### config.mk
export PLATFORM = sky130hd
export DESIGN_NAME = ide_irq_agg
export DESIGN_NICKNAME = d
export VERILOG_FILES = /design/src/rtl/ide_irq_pkg.sv /design/src/rtl/ide_irq_edge.sv /design/src/rtl/ide_irq_regs.sv /design/src/rtl/ide_irq_out.sv /design/src/rtl/ide_irq_agg.sv
export SDC_FILE = /design/constraint.sdc
export NUM_CORES = 1
export LEC_CHECK = 0
export BUFFER_PORTS_ARGS = -buffer_cell sky130_fd_sc_hd__buf_2
export CORE_UTILIZATION = 39
export CTS_BUF_LIST = sky130_fd_sc_hd__clkbuf_16
export DETAILED_ROUTE_END_ITERATION = 16
export PLACE_DENSITY = 0.91
export SLEW_MARGIN = 20
export SYNTH_ARGS = -nofsm -noshare
export SYNTH_HDL_FRONTEND = slang
export SYNTH_HIERARCHICAL = 1
export SYNTH_SLANG_ARGS = --single-unit
### constraint.sdc
create_clock -name clk -period 2.5 [get_ports clk]
set_clock_uncertainty 0.1 [all_clocks]
set_input_delay 0.75 -clock clk [delete_from_list [all_inputs] [get_ports clk]]
set_output_delay 0.75 -clock clk [all_outputs]
set_load 0.05 [all_outputs]
### src/rtl/ide_irq_pkg.sv
package ide_irq_pkg;
    localparam int NCH      = 2;
    localparam int CFG_AW   = 6;
    localparam int CFG_DW   = 32;
    localparam int CFG_BE_W = CFG_DW / 8;

    // dword indices of the registers
    localparam logic [CFG_AW-1:0] DW_PROGIF = 6'h02; // byte 0x09 in lane 1
    localparam logic [CFG_AW-1:0] DW_INTPIN = 6'h0F; // byte 0x3D in lane 1
    localparam logic [CFG_AW-1:0] DW_LEG0   = 6'h14; // 0x50 lane0, 0x51 lane1
    localparam logic [CFG_AW-1:0] DW_LEG1   = 6'h15; // 0x57 lane3
    localparam logic [CFG_AW-1:0] DW_UNI    = 6'h1C; // 0x71 lane1

    // bit positions inside the 32-bit word
    localparam int BIT_LEG0   = 2;        // 0x50 bit 2
    localparam int BIT_LEG1   = 24 + 4;   // 0x57 bit 4
    localparam int BIT_UNI_P0 = 8 + 2;    // 0x71 bit 2
    localparam int BIT_UNI_P1 = 8 + 3;    // 0x71 bit 3

    localparam logic [7:0] PROGIF_VAL = 8'h8F;
    localparam logic [7:0] INTPIN_VAL = 8'h01;

    typedef struct packed {
        logic [NCH-1:0] leg;   // legacy copies
        logic [NCH-1:0] pend;  // unified copies
        logic [NCH-1:0] blk;   // block mask
        logic [7:0]     en;    // channel enable byte
    } irq_state_t;
endpackage

### src/rtl/ide_irq_edge.sv
module ide_irq_edge (
    input  logic clk,
    input  logic rst_n,
    input  logic level_i,
    output logic rise_o,
    output logic fall_o
);
    logic lvl_d, lvl_q;

    always_comb begin
        lvl_d  = level_i;
        rise_o = level_i & ~lvl_q;
        fall_o = ~level_i & lvl_q;
    end

    always_ff @(posedge clk) begin
        if (!rst_n) lvl_q <= 1'b0;
        else        lvl_q <= lvl_d;
    end
endmodule

### src/rtl/ide_irq_regs.sv
module ide_irq_regs
    import ide_irq_pkg::*;
#(
    parameter bit SECONDARY_EN = 1'b0
) (
    input  logic                clk,
    input  logic                rst_n,
    input  logic                wr_i,
    input  logic [CFG_AW-1:0]   addr_i,
    input  logic [CFG_BE_W-1:0] be_i,
    input  logic [CFG_DW-1:0]   wdata_i,
    input  logic                blk_wr_i,
    input  logic [NCH-1:0]      blk_wdata_i,
    input  logic [NCH-1:0]      rise_i,
    input  logic [NCH-1:0]      fall_i,
    output irq_state_t          state_o
);
    localparam logic [7:0] EN_RESET = {4'b0000, SECONDARY_EN, 1'b1, 2'b00};

    irq_state_t s_d, s_q;
    logic leg0_hit, leg1_hit, uni_hit, en_hit;
    logic wdata_unused;

    assign wdata_unused = ^wdata_i;

    always_comb begin
        leg0_hit = wr_i && (addr_i == DW_LEG0) && be_i[0];
        leg1_hit = wr_i && (addr_i == DW_LEG1) && be_i[3];
        uni_hit  = wr_i && (addr_i == DW_UNI)  && be_i[1];
        en_hit   = wr_i && (addr_i == DW_LEG0) && be_i[1];

        s_d = s_q;
        // write-one-to-clear on each side
        if (leg0_hit && wdata_i[BIT_LEG0])   s_d.leg[0]  = 1'b0;
        if (leg1_hit && wdata_i[BIT_LEG1])   s_d.leg[1]  = 1'b0;
        if (uni_hit  && wdata_i[BIT_UNI_P0]) s_d.pend[0] = 1'b0;
        if (uni_hit  && wdata_i[BIT_UNI_P1]) s_d.pend[1] = 1'b0;
        // resynchronise the copy that was not written
        if (leg0_hit || leg1_hit) s_d.pend = s_d.leg;
        if (uni_hit)              s_d.leg  = s_d.pend;
        if (en_hit)   s_d.en  = wdata_i[15:8];
        if (blk_wr_i) s_d.blk = blk_wdata_i;
        // level events: applied last, so a rising level beats a clear
        for (int c = 0; c < NCH; c++) begin
            if (fall_i[c]) begin
                s_d.leg[c]  = 1'b0;
                s_d.pend[c] = 1'b0;
            end
            if (rise_i[c]) begin
                s_d.leg[c]  = 1'b1;
                s_d.pend[c] = 1'b1;
            end
        end
    end

    always_ff @(posedge clk) begin
        if (!rst_n) begin
            s_q.leg  <= '0;
            s_q.pend <= '0;
            s_q.blk  <= '0;
            s_q.en   <= EN_RESET;
        end else begin
            s_q <= s_d;
        end
    end

    assign state_o = s_q;

    // both copies agree after every update
    a_r3_copies_match: assert property (@(posedge clk) disable iff (!rst_n)
        s_q.leg == s_q.pend);

    for (genvar c = 0; c < NCH; c++) begin : g_chk
        // a rising level leaves the flag set regardless of any clear
        a_r10_set_wins: assert property (@(posedge clk) disable iff (!rst_n)
            rise_i[c] |=> s_q.pend[c]);
        // a falling level clears the flag
        a_r4_fall_clears: assert property (@(posedge clk) disable iff (!rst_n)
            fall_i[c] |=> !s_q.pend[c]);
    end

    // block bits move only on a side-port write
    a_r8_blk_hold: assert property (@(posedge clk) disable iff (!rst_n)
        !blk_wr_i |=> $stable(s_q.blk));
    // enable byte moves only when its lane is written
    a_r11_en_lane: assert property (@(posedge clk) disable iff (!rst_n)
        !en_hit |=> $stable(s_q.en));
endmodule

### src/rtl/ide_irq_out.sv
module ide_irq_out
    import ide_irq_pkg::*;
(
    input  logic           clk,
    input  logic           rst_n,
    input  logic [NCH-1:0] pend_i,
    input  logic [NCH-1:0] blk_i,
    output logic           irq_o
);
    logic irq_d, irq_q;

    always_comb begin
        irq_d = |(pend_i & ~blk_i);
    end

    always_ff @(posedge clk) begin
        if (!rst_n) irq_q <= 1'b0;
        else        irq_q <= irq_d;
    end

    assign irq_o = irq_q;

    // fully blocked channels never raise the line
    a_r9_blocked_quiet: assert property (@(posedge clk) disable iff (!rst_n)
        (&blk_i) |=> !irq_o);
    // nothing pending means the line is low next cycle
    a_r9_idle_quiet: assert property (@(posedge clk) disable iff (!rst_n)
        (pend_i == '0) |=> !irq_o);
endmodule

### src/rtl/ide_irq_agg.sv
module ide_irq_agg
    import ide_irq_pkg::*;
#(
    parameter bit SECONDARY_EN = 1'b0
) (
    input  logic                clk,
    input  logic                rst_n,
    input  logic [NCH-1:0]      ch_level_i,
    input  logic                cfg_wr_i,
    input  logic [CFG_AW-1:0]   cfg_addr_i,
    input  logic [CFG_BE_W-1:0] cfg_be_i,
    input  logic [CFG_DW-1:0]   cfg_wdata_i,
    output logic [CFG_DW-1:0]   cfg_rdata_o,
    input  logic                dma_mode_wr_i,
    input  logic [7:0]          dma_mode_wdata_i,
    output logic                irq_o
);
    logic [NCH-1:0] rise, fall;
    irq_state_t     st;
    logic           dma_unused;

    assign dma_unused = ^{dma_mode_wdata_i[7:6], dma_mode_wdata_i[3:0]};

    for (genvar c = 0; c < NCH; c++) begin : g_edge
        ide_irq_edge u_edge (
            .clk     (clk),
            .rst_n   (rst_n),
            .level_i (ch_level_i[c]),
            .rise_o  (rise[c]),
            .fall_o  (fall[c])
        );
    end

    ide_irq_regs #(.SECONDARY_EN(SECONDARY_EN)) u_regs (
        .clk         (clk),
        .rst_n       (rst_n),
        .wr_i        (cfg_wr_i),
        .addr_i      (cfg_addr_i),
        .be_i        (cfg_be_i),
        .wdata_i     (cfg_wdata_i),
        .blk_wr_i    (dma_mode_wr_i),
        .blk_wdata_i (dma_mode_wdata_i[5:4]),
        .rise_i      (rise),
        .fall_i      (fall),
        .state_o     (st)
    );

    ide_irq_out u_out (
        .clk    (clk),
        .rst_n  (rst_n),
        .pend_i (st.pend),
        .blk_i  (st.blk),
        .irq_o  (irq_o)
    );

    always_comb begin
        cfg_rdata_o = '0;
        case (cfg_addr_i)
            DW_PROGIF: cfg_rdata_o[15:8] = PROGIF_VAL;
            DW_INTPIN: cfg_rdata_o[15:8] = INTPIN_VAL;
            DW_LEG0: begin
                cfg_rdata_o[BIT_LEG0] = st.leg[0];
                cfg_rdata_o[15:8]     = st.en;
            end
            DW_LEG1: cfg_rdata_o[BIT_LEG1] = st.leg[1];
            DW_UNI: begin
                cfg_rdata_o[BIT_UNI_P0] = st.pend[0];
                cfg_rdata_o[BIT_UNI_P1] = st.pend[1];
                cfg_rdata_o[13:12]      = st.blk;
            end
            default: cfg_rdata_o = '0;
        endcase
    end
endmodule

======== Yosys cells after proc, flatten, opt, wreduce, memory -nomap -nowiden ========
Cells that the tools add are included.
cells by class
  equal/unequal tests ..................... 5
  mux-type cells .......................... 19
  bitwise gates (word level) .............. 10
  reductions and logical operators ........ 13
operators with widths
  kind                                                 count
  equality test 6 x 5 -> 1 bit, second input constant  3
  two-way mux 1 bit                                    14
  one-hot mux 4 bit (3 select lines)                   1
  logical AND 1 bit                                    11
  equality test 6 x 2 -> 1 bit, second input constant  1
  equality test 6 x 4 -> 1 bit, second input constant  1
  one-hot mux 2 bit (3 select lines)                   1
  AND 1 bit                                            4
  two-way mux 2 bit                                    2
  inverter 1 bit                                       4
  one-hot mux 2 bit (2 select lines)                   1
  AND 2 bit                                            1
  inverter 2 bit                                       1
  OR reduction 2 bit                                   1
  logical OR 1 bit                                     1
word-level totals
  register bits ........................... 17
  input bits .............................. 56
  output and inout bits ................... 33
  word-level logic and storage cells ...... 54

======== Depth between registers and ports, before layout ========
  depth after elaboration ................. 9
  mapped depth ............................ 5
  gate-level depth less buffers ........... 5

======== Modules after synthesis ========
Netlist, hierarchy kept.
by module, submodules not included
  module        instances  cells each  area an instance (um^2)  sequential area each (um^2)
  ide_irq_regs  1          71          661.9                    280.3
  ide_irq_agg   1          47          337.8                    0.0
  ide_irq_edge  2          4           38.8                     20.0
  ide_irq_out   1          4           43.8                     20.0

======== Worst setup path before layout ========
OpenSTA, ideal clock, no wires.
  path type ............................... input -> output
  start point ............................. input cfg_addr_i[3]
  end point ............................... output cfg_rdata_o[28]
  arrival time ............................ 2533 ps
  data required time ...................... 1650 ps
  path slack .............................. -883 ps
  stages on the path ...................... 2
  buffers on the path ..................... 1
  cell sequence ........................... clkbuf_1 nor4_1
between the ends
  longest elaborated chain between the ends .. 2
RTL lines
  item                          line               source
  start: declaration            ide_irq_agg.sv:10  input logic [CFG_AW-1:0] cfg_addr_i,
  equality test 6 x 5 -> 1 bit  ide_irq_agg.sv:58  case (cfg_addr_i)
  two-way mux 1 bit             ide_irq_agg.sv:58
  end: declaration              ide_irq_agg.sv:13  output logic [CFG_DW-1:0] cfg_rdata_o,
Every way passes these cells.

======== Worst setup path in the final report ========
  start point ............................. input cfg_addr_i[5]
  end point ............................... output cfg_rdata_o[8]
between the ends
  longest elaborated chain between the ends .. 2
  elaborated cells between the ends (all ways) .. 4
  classes of those cells .................. 3 x eq/ne; 1 x mux
RTL lines
  item                                                  line
  equality test 6 x 5 -> 1 bit (tied with other cells)  ide_irq_agg.sv:58
  one-hot mux 2 bit (3 select lines) *                  ide_irq_agg.sv:58
Every way passes the cells marked *; elsewhere a longest branch is shown, timed or not.

==> results.cfg <==
[power_and_ir_drop]
seqPwrFrac = 0.362
ir_worst_vdd_v = 0.000325
power.leakage_nw = 0.814
p_sw_frac = 0.306
combPwrFrac = 0.255
pwr-share-clk = 0.383
switchingPower_mw = 0.246
p_total_mw = 0.804
p_per_area_nw_per_um2 = 483
internal_power_mw = 0.558

[yosys]
ys_ff_latch = 17
async_flop_share = 0
postSynthCellCount = 130
synth_edf_count = 0
synthTopCellsByArea = dfxtp_1 (30%), buf_4 (15%), mux2i_1 (13%)
synth_flop_cell = dfxtp_1
yosysUniqueCellTypes = 33
yosysSeqAreaShare = 0.304
ys_top_cells_by_count = buf_4 (23), dfxtp_1 (17), mux2i_1 (15), nor2_1 (15), nand2_1 (8)
yosysMostFrequentCell = buf_4
syn_avg_cell_area_sq_um = 8.62
syn-cell-area_sq_um = 1120
synth_top_area_share = 0.304
synth.largest_area_cell = dfxtp_1
yosys_warnings = 6

[setup_path]
cp_data_required_time_ns = 1.65
path_max_fanout = 3
end_kind = output port
path_class = primary input to output port
worstSetupStartpointType = primary input
arrival_ns = 2.01

[grt]
gr-total-overflow = 0
grt_use_total = 0.197
grt_first_pass_wirelength_um = 4810
antenna_found_initial = 0
grt_max_degree = 14
grt_pass1_vias = 1091

[clock_network]
insertion_delay_ns = 0.24
cts_max_level = 1
cts_sinks = 17
cts_hold_buf = 0
clkTransAtPathRegs_ns = 0.05
cts_buffers = 3
cts_tree = built
clockRootBuffer = clkbuf_16
clockBufferDepth = 2

[min_path]
hold_class = register to register

[detailed_routing]
vias = 1068
dr.pass1.iters = 10
wl_um = 2950
vias_per_cell = 4.99
drt-initial-drc-count = 37
route.detailed.drc = 3
wl_per_cell_um = 13.8
antenna_left = 0

[floorplan]
pin_count = 89
die_area_sq_um = 3090
num_rows = 19
die_x_um = 55.6
die_y_um = 55.6
initial_utilization = 0.410
core_sq_um = 2730

[finish]
final_nets = 240
multi_input_area_sq_um = 793
n_antenna_cell = 0
nFillCells = 225
areaGrowthSynthToFinish_pct = 48.5
drive_above_1_share = 0.415
seq_area_sq_um = 340

[timing]
hold_viol = 0
clock.fmax_mhz = 349
finalWorstSetupSlack_ns = -0.363
fin_crit_ns = 2.86
setup_viol = 10
fin_crit_sh = 1.15
rsz0062_at_grt = yes
maxSlewViolCount = 0
setup_tns_ns = -2.37

[place]
portBuffers = 37
detailedPlacementHpwl_um = 2060
place_ws_ns = -0.448
globalplace.congestion = 0.833

[outcome]
status = finished with violations
violations = design-rule violations, negative setup slack

[job]
drv_cap = 0
==> cells in the final DEF, fill, tap and decap left out, drive strengths merged <==
| cell type | count |
|---|---|
| a21oi | 3 |
| o31ai | 2 |
| o221ai | 1 |
| o21a | 1 |
| and4 | 1 |
| and2 | 4 |
| o311ai | 1 |
| nor2 | 15 |
| clkbuf | 3 |
| or4 | 1 |
| nand3b | 1 |
| buf | 53 |
| nor2b | 5 |
| inv | 2 |
| nand2 | 8 |
| nand2b | 5 |
| nor4 | 3 |
| a21boi | 1 |
| nand3 | 2 |
| conb | 22 |
| or3b | 1 |
| a32oi | 1 |
| mux2i | 15 |
| dfxtp | 17 |
| o21ai | 5 |
| and4bb | 2 |
| and4b | 1 |
| nand4b | 1 |
| o211ai | 1 |
| a21o | 4 |
| or3 | 1 |
==> path summary, 6_finish.rpt <==
check                               startpoint                              to  slack [ns]  depth (start not counted)
min             u_regs/state_o[4]$_SDFFE_PN0P_  u_regs/state_o[4]$_SDFFE_PN0P_        0.39                          2
max reg2reg  g_edge[0].u_edge/lvl_q$_SDFF_PN0_   u_regs/state_o[10]$_SDFF_PN0_        1.24                          4
max                              cfg_addr_i[5]                  cfg_rdata_o[8]       -0.36                          5
min reg2reg     u_regs/state_o[4]$_SDFFE_PN0P_  u_regs/state_o[4]$_SDFFE_PN0P_        0.39                          2
==> per-layer routing <==
metal / wire length [um] / vias up / global-route usage
met3: 131 / 8 / 0.0349
li1: - / 516 / -
met1: 1220 / 503 / 0.227
met2: 1540 / 41 / 0.351
met4: 57 / 0 / 0.0893
met5: 0 / - / 0
==> what timing repair did <==
item | in CTS | in global routing
pin swaps | 5 | 1
hold endpoints to repair | 0 | 0
endpoints found under the setup margin | 10 | 10
cloned | 0 | 0
gates resized for setup | 31 | 3
buffers inserted | 2 | 1
==> power groups by stage <==
stage / combinational [mW] / clock (mW) / sequential [mW]
2_1_floorplan: 0.156 / 0 / 0.299
3_3_place_gp: 0.185 / 0 / 0.295
3_5_place_dp: 0.188 / 0 / 0.296
4_1_cts: 0.199 / 0.314 / 0.291
5_1_grt: 0.216 / 0.331 / 0.292
6_report: 0.205 / 0.308 / 0.291
==> registers in the layout (all words and copies together), names as in the netlist <==
name,cells
g_edge.u_edge/lvl_q,2
u_regs/state_o,14
u_out/irq_o,1
==> cell type report <==
class,count,area share
clock buffers,3,0.0451
flip-flops and latches,17,0.204
multi-input cells,108,0.476
repair buffers,53,0.246
inverters,1,0.00225
clock inverters,1,0.00225
well taps,31,0.0233
==> per-stage QoR <==
| step | instance area (sq um) | hold slack (ns) | std cells | utilization |
|---|---|---|---|---|
| after floorplan | 1290 | 0.342 | 151 | - |
| after global placement | 1430 | 0.363 | 207 | 0.523 |
| after detailed placement | 1430 | 0.385 | 207 | 0.523 |
| after CTS | 1640 | 0.397 | 213 | 0.600 |
| after global routing | 1670 | 0.434 | 214 | 0.609 |
| final | 1670 | 0.394 | 214 | 0.609 |
==> critical path: stages <==
cell and delay, ns:
buf_6 0.09, or3b_4 0.39, or4_4 0.49, o221ai_4 0.09
buf_6 0.19
==> cell families (layout without fill, tap and decap cells) <==
family	Yosys count	in the layout	synth area share
mux	15	15	0.134
buf+inv	26	58	0.164
flops	17	17	0.304
simple gates	51	51	0.266
other cells	1	22	0.00335
compound gates	20	20	0.129
(Power assumes the default switching activity.)
